### config.mk
export PLATFORM = sky130hd
export DESIGN_NAME = uart_tg_tx
export DESIGN_NICKNAME = d
export VERILOG_FILES = /design/src/rtl/uart_tg_pkg.sv /design/src/rtl/uart_tg_hold.sv /design/src/rtl/uart_tg_fsm.sv /design/src/rtl/uart_tg_tx.sv
export SDC_FILE = /design/constraint.sdc
export NUM_CORES = 1
export LEC_CHECK = 0
export CORE_MARGIN = 2
export CORE_UTILIZATION = 25
export DETAILED_ROUTE_END_ITERATION = 7
export HOLD_SLACK_MARGIN = 0.02
export PLACE_DENSITY = 0.52
export REMOVE_ABC_BUFFERS = 1
export SYNTH_ARGS = -nofsm -noshare
export SYNTH_HDL_FRONTEND = slang
export SYNTH_SLANG_ARGS = --single-unit
export TNS_END_PERCENT = 50
### constraint.sdc
create_clock -name clk -period 1.8 [get_ports clk]
set_input_delay 0.27 -clock clk [delete_from_list [all_inputs] [get_ports clk]]
set_output_delay 0.27 -clock clk [all_outputs]
set_load 0.01 [all_outputs]
### src/rtl/uart_tg_pkg.sv
package uart_tg_pkg;
    typedef enum logic [2:0] {
        ST_IDLE   = 3'd0,
        ST_START  = 3'd1,
        ST_DATA   = 3'd2,
        ST_PARITY = 3'd3,
        ST_STOP   = 3'd4,
        ST_GUARD  = 3'd5
    } tx_state_e;
endpackage

### src/rtl/uart_tg_hold.sv
module uart_tg_hold #(
    parameter int DATA_W = 8
) (
    input  logic              clk,
    input  logic              rst,
    input  logic              wr_en,
    input  logic [DATA_W-1:0] wr_data,
    input  logic              take,
    output logic              full,
    output logic [DATA_W-1:0] data
);
    always_ff @(posedge clk) begin
        if (rst) begin
            full <= 1'b0;
            data <= '0;
        end else if (take) begin
            full <= 1'b0;
        end else if (wr_en && !full) begin
            full <= 1'b1;
            data <= wr_data;
        end
    end

    // a write while full leaves the held character alone
    a_r7_write_ignored: assert property (@(posedge clk) disable iff (rst)
        (full && wr_en && !take) |=> (full && $stable(data)));

    // after a take the register is free
    a_r6_free_after_take: assert property (@(posedge clk) disable iff (rst)
        take |=> !full);
endmodule

### src/rtl/uart_tg_fsm.sv
module uart_tg_fsm
    import uart_tg_pkg::*;
#(
    parameter int DATA_W  = 8,
    parameter int GUARD_W = 8
) (
    input  logic               clk,
    input  logic               rst,
    input  logic               bit_tick,
    input  logic               hold_full,
    input  logic [DATA_W-1:0]  hold_data,
    input  logic               par_en,
    input  logic               par_odd,
    input  logic [GUARD_W-1:0] guard_len,
    output logic               take,
    output logic               txd,
    output logic               idle
);
    localparam int CNT_W = (DATA_W > 1) ? $clog2(DATA_W) : 1;
    localparam logic [CNT_W-1:0] LAST_BIT = CNT_W'(DATA_W - 1);
    localparam logic [GUARD_W-1:0] ONE_G = GUARD_W'(1);

    tx_state_e          state, state_nx;
    logic [DATA_W-1:0]  sh_q;
    logic [CNT_W-1:0]   bit_q;
    logic [GUARD_W-1:0] gap_q;
    logic [GUARD_W-1:0] gcnt_q;
    logic               par_en_q, par_bit_q;
    logic               run_q;

    // next-state decision
    always_comb begin
        state_nx = state;
        unique case (state)
            ST_IDLE:   if (hold_full) state_nx = ST_START;
            ST_START:  state_nx = ST_DATA;
            ST_DATA:   if (bit_q == LAST_BIT) state_nx = par_en_q ? ST_PARITY : ST_STOP;
            ST_PARITY: state_nx = ST_STOP;
            ST_STOP: begin
                if (gap_q != '0)    state_nx = ST_GUARD;
                else if (hold_full) state_nx = ST_START;
                else                state_nx = ST_IDLE;
            end
            ST_GUARD: begin
                if (gcnt_q == ONE_G) state_nx = hold_full ? ST_START : ST_IDLE;
            end
            default:   state_nx = ST_IDLE;
        endcase
    end

    assign take = bit_tick && (state_nx == ST_START) && (state != ST_START);

    // state register and datapath registers
    always_ff @(posedge clk) begin
        if (rst) begin
            state     <= ST_IDLE;
            sh_q      <= '0;
            bit_q     <= '0;
            gap_q     <= '0;
            gcnt_q    <= '0;
            par_en_q  <= 1'b0;
            par_bit_q <= 1'b0;
        end else if (bit_tick) begin
            state <= state_nx;
            if (take) begin
                sh_q      <= hold_data;
                gap_q     <= guard_len;
                par_en_q  <= par_en;
                par_bit_q <= (^hold_data) ^ par_odd;
                bit_q     <= '0;
            end else if (state == ST_DATA) begin
                sh_q  <= sh_q >> 1;
                bit_q <= bit_q + CNT_W'(1);
            end
            if (state == ST_STOP)       gcnt_q <= gap_q;
            else if (state == ST_GUARD) gcnt_q <= gcnt_q - ONE_G;
        end
    end

    always_ff @(posedge clk) begin
        if (rst) run_q <= 1'b0;
        else     run_q <= 1'b1;
    end

    // outputs from the state
    always_comb begin
        unique case (state)
            ST_START:  txd = 1'b0;
            ST_DATA:   txd = sh_q[0];
            ST_PARITY: txd = par_bit_q;
            default:   txd = 1'b1;
        endcase
        idle = (state == ST_IDLE);
    end

    // line only moves after a tick
    a_r9_txd_stable: assert property (@(posedge clk) disable iff (rst)
        (run_q && !$past(bit_tick)) |-> $stable(txd));

    // a held character in IDLE starts a frame on the tick
    a_r2_load_start: assert property (@(posedge clk) disable iff (rst)
        (state == ST_IDLE && bit_tick && hold_full) |=> (state == ST_START && !txd));

    // the line is high throughout the gap
    a_r4_guard_high: assert property (@(posedge clk) disable iff (rst)
        (state == ST_GUARD) |-> txd);
endmodule

### src/rtl/uart_tg_tx.sv
module uart_tg_tx #(
    parameter int DATA_W  = 8,
    parameter int GUARD_W = 8
) (
    input  logic               clk,
    input  logic               rst,
    input  logic               bit_tick,
    input  logic               wr_en,
    input  logic [DATA_W-1:0]  wr_data,
    input  logic               par_en,
    input  logic               par_odd,
    input  logic [GUARD_W-1:0] guard_len,
    output logic               txd,
    output logic               hold_ready,
    output logic               tx_empty
);
    logic              hold_full;
    logic [DATA_W-1:0] hold_data;
    logic              take;
    logic              fsm_idle;

    uart_tg_hold #(.DATA_W(DATA_W)) u_hold (
        .clk     (clk),
        .rst     (rst),
        .wr_en   (wr_en),
        .wr_data (wr_data),
        .take    (take),
        .full    (hold_full),
        .data    (hold_data)
    );

    uart_tg_fsm #(.DATA_W(DATA_W), .GUARD_W(GUARD_W)) u_fsm (
        .clk       (clk),
        .rst       (rst),
        .bit_tick  (bit_tick),
        .hold_full (hold_full),
        .hold_data (hold_data),
        .par_en    (par_en),
        .par_odd   (par_odd),
        .guard_len (guard_len),
        .take      (take),
        .txd       (txd),
        .idle      (fsm_idle)
    );

    assign hold_ready = !hold_full;
    assign tx_empty   = fsm_idle && !hold_full;

    // an empty transmitter always shows an idle line
    a_r8_empty_idle_line: assert property (@(posedge clk) disable iff (rst)
        tx_empty |-> txd);

    // an accepted write makes the register busy next cycle
    a_r6_busy_after_write: assert property (@(posedge clk) disable iff (rst)
        (hold_ready && wr_en) |=> !hold_ready);
endmodule

==> summary.md, run 1 <==
| Metric | Value |
|---|---|
| Post-synthesis register bit count | `around 40` |
| Pre-CTS WS | `-0.134 ns` |
| Antenna cells | `0` |
| Arr. time, crit path | `between 1 and 1.5 ns` |
| Avg Cell Area, Syn | `roughly 9.0 µm²` |
| Design Area, Final | `0.00282 mm²` |
| Clk_skew | `0.00474 ns` |
| # placed instances | `around 380` |
| Count leader, synth | `dfxtp_1` |
| Post-synth EDFFs | `0` |
| Worst-Margin Slew | `roughly 0.42 ns` |
| Overall power | `approximately 2.0 mW` |
| Area leader, netlist | `dfxtp_1` |
| Crit path launch type | `flop` |
| Largest net degree at the start of global routing | `22` |
| Vias in the first global route | `1,765` |
| H-Tree Depth | `2` |
| HP Class | `flop to flop` |
| Die height | `roughly 96 µm` |
| Xor and xnor area share after synthesis | `3.29%` |
| Layout cells sized above 1 | `just under 20%` |
| Ys async rst share | `0%` |
| Worst setup EP type | `output port` |
| Worst Path Required | `roughly 1.5 ns` |
| Syn Std Cell Area | `between 0.002 and 0.0025 mm²` |
| Leakage | `1.12 nW` |
| Slew HR | `72.2%` |
| Post-Route Setup TNS | `0 ns` |
| Initial core utilization | `approximately 26%` |
| Pwr/cell area | `around 720 mW/mm²` |
| CTS Buf Count | `5` |
| Total track usage | `a little under an eighth` |
| Main combinational cell family by area after synthesis | `simple AND/OR/NAND/NOR gates` |
| Max-slew violations | `0` |
| Final WL | `between 4000 and 5000 µm` |
| CTS Root Cell | `clkbuf_8` |
| Post-synth top area share | `between 30 and 40%` |
| Via density | `between 4 and 5` |
| Top Ports | `25` |
| F_max | `about 0.58 GHz` |
| Max cap viols | `0` |
| Area contributors post-synth | `dfxtp_1 39%, mux2i_1 11%, nor2_1 5.5%` |
| DIE WIDTH | `roughly 96 µm` |
| Synth Area in Compound Gates | `~18%` |
| WL/cell | `12.8 µm` |
| Post-route DRC | `0` |
| Most used DFF post-synth | `dfxtp_1` |
| Library cells used by synthesis | `between 40 and 50` |
| Clk sinks | `41` |
| DR pass1 iterations | `4` |
| Synth Area in Adders | `under 10%` |
| Port Buffers | `24` |
| Hold buffer count at CTS | `0` |
| Worst-Skew Late Latency | `about 0.29 ns` |
| Final Worst Setup Slack | `0.0705 ns` |
| Final setup vio count | `0` |
| Overflow after GRT | `0` |
| Die area | `just over 0.009 mm²` |
| Detailed placement HPWL | `3690 µm` |
| Unrepaired setup endpoints after global routing | `yes` |
| Fin. Hold Viols | `0` |
| Core region area | `0.00826 mm²` |
| Area growth, synth to finish | `32.3%` |
| Status | `finished clean` |
| Nets | `roughly 310` |
| Post-Synth Simple-Gate Area | `21.1%` |
| Antenna violations before repair | `0` |
| Cells after synthesis | `~240` |
| Post-Place Cell Area | `approximately 0.0026 mm²` |
| Non-Filler Instances | `~390` |
| Rows | `33` |
| Vias | `roughly 1,800` |
| Clock-pin slew on the worst setup and hold paths | `around 0.080 ns` |
| Sequential share of the synthesized area | `between 30% and 40%` |
| First-pass GRT wire length | `between 8000 and 9000 µm` |
| Clk buf depth | `2` |
| Tcrit/Tclk final | `between 90% and 100%` |
| CTS tree | `built` |
| Critical path class | `flop to output port` |
| Multiplexer area fraction after synthesis | `between 10% and 20%` |
| Post-Route Utilization | `about a third` |
| Post-route ant nets | `0` |
| Synth cell count leaders | `41 x dfxtp_1, 31 x nor2_1, 24 x mux2i_1` |
| Min Tclk post-route | `between 1.5 and 2 ns` |
| Worst hold margin | `~0.5 ns` |
| Peak VDD IR | `just under 500 µV` |
| GP Congestion | `0.819` |
| Critical Path Fanout Max | `7` |
| DR iter-0 viols | `just over 80` |
| Syn. warnings | `0` |
[cell families (layout without fill, tap and decap cells)]
kind of cell / after synthesis / after routing
AO/OA/AOI/OAI: 58 / 58
XOR/XNOR: 8 / 8
adder cells (fa/ha/maj): 4 / 4
buffers and inverters: 23 / 68
flip-flops: 41 / 41
multiplexers: 24 / 24
AND/OR/NAND/NOR: 79 / 79
[registers in the layout (all words and copies together), names as in the netlist]
signal           cells
u_fsm.gap_q          8
u_fsm.state          3
u_fsm.par_bit_q      1
u_fsm.gcnt_q         8
u_fsm.par_en_q       1
u_hold.full          1
u_fsm.bit_q          3
u_hold.data          8
u_fsm.sh_q           8
[routing by layer]
layer / part of all wire [%] / global-route usage [%]
met5: 0 / 0
met4: 1.6 / 4.69
met3: 2.5 / 2.04
met2: 46 / 18.2
met1: 50 / 16.2
[where the power goes]
group / switching (mW) / total (mW) / internal, mW
sequential: 0.0394 / 0.988 / 0.949
combinational: 0.148 / 0.335 / 0.187
clock: 0.317 / 0.720 / 0.403
[worst paths after layout]
path | start | end | slack [ns] | depth (start not counted)
setup / recovery | u_fsm.state[0] | txd | 0.07 | 4
hold / removal | u_fsm.par_bit_q | u_fsm.par_bit_q | 0.49 | 2
setup reg to reg | u_fsm.gcnt_q[4] | u_fsm.bit_q[2] | 0.10 | 6
hold reg to reg | u_fsm.par_bit_q | u_fsm.par_bit_q | 0.49 | 2
[layout make-up]
cell class	instances	area, µm²
fillers	863	5440
flip-flops and latches	41	831
well taps	105	131
inverters	7	26.3
clock inverters	2	35.0
repair buffers	54	482
clock buffers	5	68.8
multi-input cells	173	1240
[placed cells by master (no fill, tap or decap), types with 3 or more instances in the layout]
cell             count
a21o_1               3
a21oi_1             23
and2_1               4
buf_4               25
buf_6                5
clkbuf_8             5
clkdlybuf4s50_1     22
dfxtp_1             35
dfxtp_2              5
ha_1                 4
inv_1                6
mux2i_1             24
nand2_1             12
nand2b_1             4
nand3_1              4
nand3b_1             5
nor2_1              31
nor2b_1              3
nor3_1               4
o21ai_0              6
o31ai_1              7
xnor2_1              7
[repair_timing]
item / in CTS / in global routing
endpoints found under the setup margin: 22 / 22
buffers inserted: 0 / 1
gates resized for setup: 9 / 14
pin swaps: 4 / 2
[worst max-delay path: stages (launching register included)]
cell           delay (ns)
dfxtp_4              0.39
buf_6                0.14
a21oi_1              0.04
a311o_1              0.30
dlygate4sd2_1        0.29
(Power assumes the default switching activity.)
==> run 2: changes to the inputs <==
--- a/config.mk
+++ b/config.mk
@@ -5,7 +5,7 @@
 export SDC_FILE = /design/constraint.sdc
 export NUM_CORES = 1
 export LEC_CHECK = 0
-export CORE_MARGIN = 2
+export CORE_MARGIN = 4
 export CORE_UTILIZATION = 25
 export DETAILED_ROUTE_END_ITERATION = 7
 export HOLD_SLACK_MARGIN = 0.02
==> summary.md, run 2 (synthesis results as in run 1) <==
| Metric | Value |
|---|---|
| F_max | `0.573 GHz` |
| Slew HR | `71.6%` |
| Peak VDD IR | `around 240 µV` |
| Overflow after GRT | `0` |
| Post-Route Setup TNS | `0 ns` |
| Core region area | `0.00826 mm²` |
| Max-slew violations | `0` |
| Clk buf depth | `2` |
| Pwr/cell area | `approximately 680 mW/mm²` |
| Die height | `roughly 100 µm` |
| Initial core utilization | `25.8%` |
| Port Buffers | `24` |
| H-Tree Depth | `2` |
| Worst-Skew Late Latency | `0.30 ns` |
| Largest net degree at the start of global routing | `21` |
| Area of the multi-input gates | `around 0.0013 mm²` |
| Rows | `33` |
| Critical Path End | `txd` |
| Min Tclk post-route | `roughly 1.7 ns` |
| Leakage | `1.15 nW` |
| Worst setup EP type | `output port` |
| Tcrit/Tclk final | `between 90 and 100%` |
| Worst R2R Start | `u_fsm.gcnt_q[6]` |
| Overall power | `1.95 mW` |
| Top Ports | `25` |
| DR pass1 iterations | `4` |
| GP Congestion | `roughly 0.8` |
| R2R depth | `6` |
| Post-Route Utilization | `a little over a third` |
| Final setup vio count | `0` |
| Total track usage | `10.9%` |
| Fin. Hold Viols | `0` |
| Vias | `~1,900` |
| Vias in the first global route | `roughly 1,800` |
| Die area | `0.0101 mm²` |
| Critical path class | `flop to output port` |
| Worst hold margin | `0.480 ns` |
| Arr. time, crit path | `about 1.5 ns` |
| Detailed placement HPWL | `~3700 µm` |
| Nets | `between 300 and 400` |
| Worst Path Required | `1.53 ns` |
| CTS Buf Count | `5` |
| WL/cell | `roughly 13 µm` |
| Fill cell count | `roughly 900` |
| DR iter-0 viols | `between 90 and 100` |
| Crit path launch type | `flop` |
| CTS tree | `built` |
| Critical Path Fanout Max | `7` |
| HP Class | `flop to flop` |
| Clk sinks | `slightly above 40` |
| Hold buffer count at CTS | `0` |
| Final WL | `between 5000 and 6000 µm` |
| Via density | `4.65` |
| Clk_skew | `roughly 0.0085 ns` |
| Clock-pin slew on the worst setup and hold paths | `0.09 ns` |
| Crit path from | `u_fsm.state[1]` |
| Reg2Reg Capture Point | `u_fsm.bit_q[2]` |
| Worst-Margin Slew | `between 0.4 and 0.5 ns` |
| Layout cells sized above 1 | `a little under a quarter` |
| Post-route ant nets | `0` |
| CTS Root Cell | `clkbuf_8` |
| Seq. cell area | `833 µm²` |
| Flop2flop setup slack | `0.10 ns` |
| Max cap viols | `0` |
| Antenna violations before repair | `0` |
| First-pass GRT wire length | `between 8000 and 9000 µm` |
| DIE WIDTH | `between 100 and 150 µm` |
| Hold wc startpoint | `u_fsm.par_bit_q` |
| Area growth, synth to finish | `35.3%` |
| Commonest non-fill, non-tap cell in the layout | `buf_4` |
| Antenna cells | `0` |
| Unrepaired setup endpoints after global routing | `yes` |
| Commonest cells after routing, fill and taps aside | `37 x buf_4, 35 x dfxtp_1, 31 x nor2_1, 24 x mux2i_1, 23 x a21oi_1` |
| Status | `finished clean` |
| Post-route DRC | `0` |
run 2: cell count changes in the layout (fill, tap and decap cells not counted), moves of 2 or more:
cell	previous run	this run
buf_4	25	37
buf_6	5	3
clkinvlp_4	0	3
ha_1	4	2
ha_4	0	2
run 2: worst min path at each step:
stage	end	slack, ns	cells after the start
after detailed placement	u_fsm.par_bit_q	0.46	2
final	u_fsm.par_bit_q	0.48	2
after CTS	u_fsm.par_bit_q	0.48	2
after global placement	u_fsm.par_bit_q	0.46	2
after global routing	u_fsm.par_bit_q	0.51	2
after floorplan	u_fsm.bit_q[0]	0.34	1
run 2: report_power, final:
group / internal (mW) / leakage [nW] / switching, mW
logic: 0.194 / 0.777 / 0.152
clock network: 0.272 / 0.0364 / 0.351
registers: 0.948 / 0.337 / 0.0368
run 2: area by class of cell:
type / instances / area share [%]
Sequential cell: 41 / 28.9
Timing Repair Buffer: 64 / 19.0
Multi-Input combinational cell: 173 / 43.4
Inverter: 7 / 0.911
Clock inverter: 3 / 0.781
Clock buffer: 5 / 2.39
Tap cell: 105 / 4.56
run 2: timing repair:
item,CTS,global route
setup endpoints to repair,16,22
resized for setup,10,13
cloned,0,0
buffers inserted,0,4
pin swaps,1,7
run 2: critical path, cell delays in order (launching register included):
cell and delay, ns:
dfxtp_4 0.37, buf_4 0.15, a311o_1 0.37, dlygate4sd2_1 0.29
run 2: through the flow:
step / cells / worst slack [ns] / cell area (µm²)
3_3_place_gp: 386 / -0.115 / 2690
6_report: 398 / 0.0563 / 2880
4_1_cts: 394 / -0.00922 / 2800
2_1_floorplan: 221 / -0.0886 / 2040
5_1_grt: 398 / -0.00518 / 2880
3_5_place_dp: 386 / -0.127 / 2690
run 2: routing by layer:
| metal | track usage, % | share of wire (%) | wire length (µm) |
|---|---|---|---|
| met5 | 0 | 0 | 0 |
| met4 | 3.73 | 1.4 | 74 |
| met3 | 2.29 | 3.7 | 190 |
| met2 | 16.6 | 44 | 2260 |
| met1 | 15.2 | 50 | 2580 |
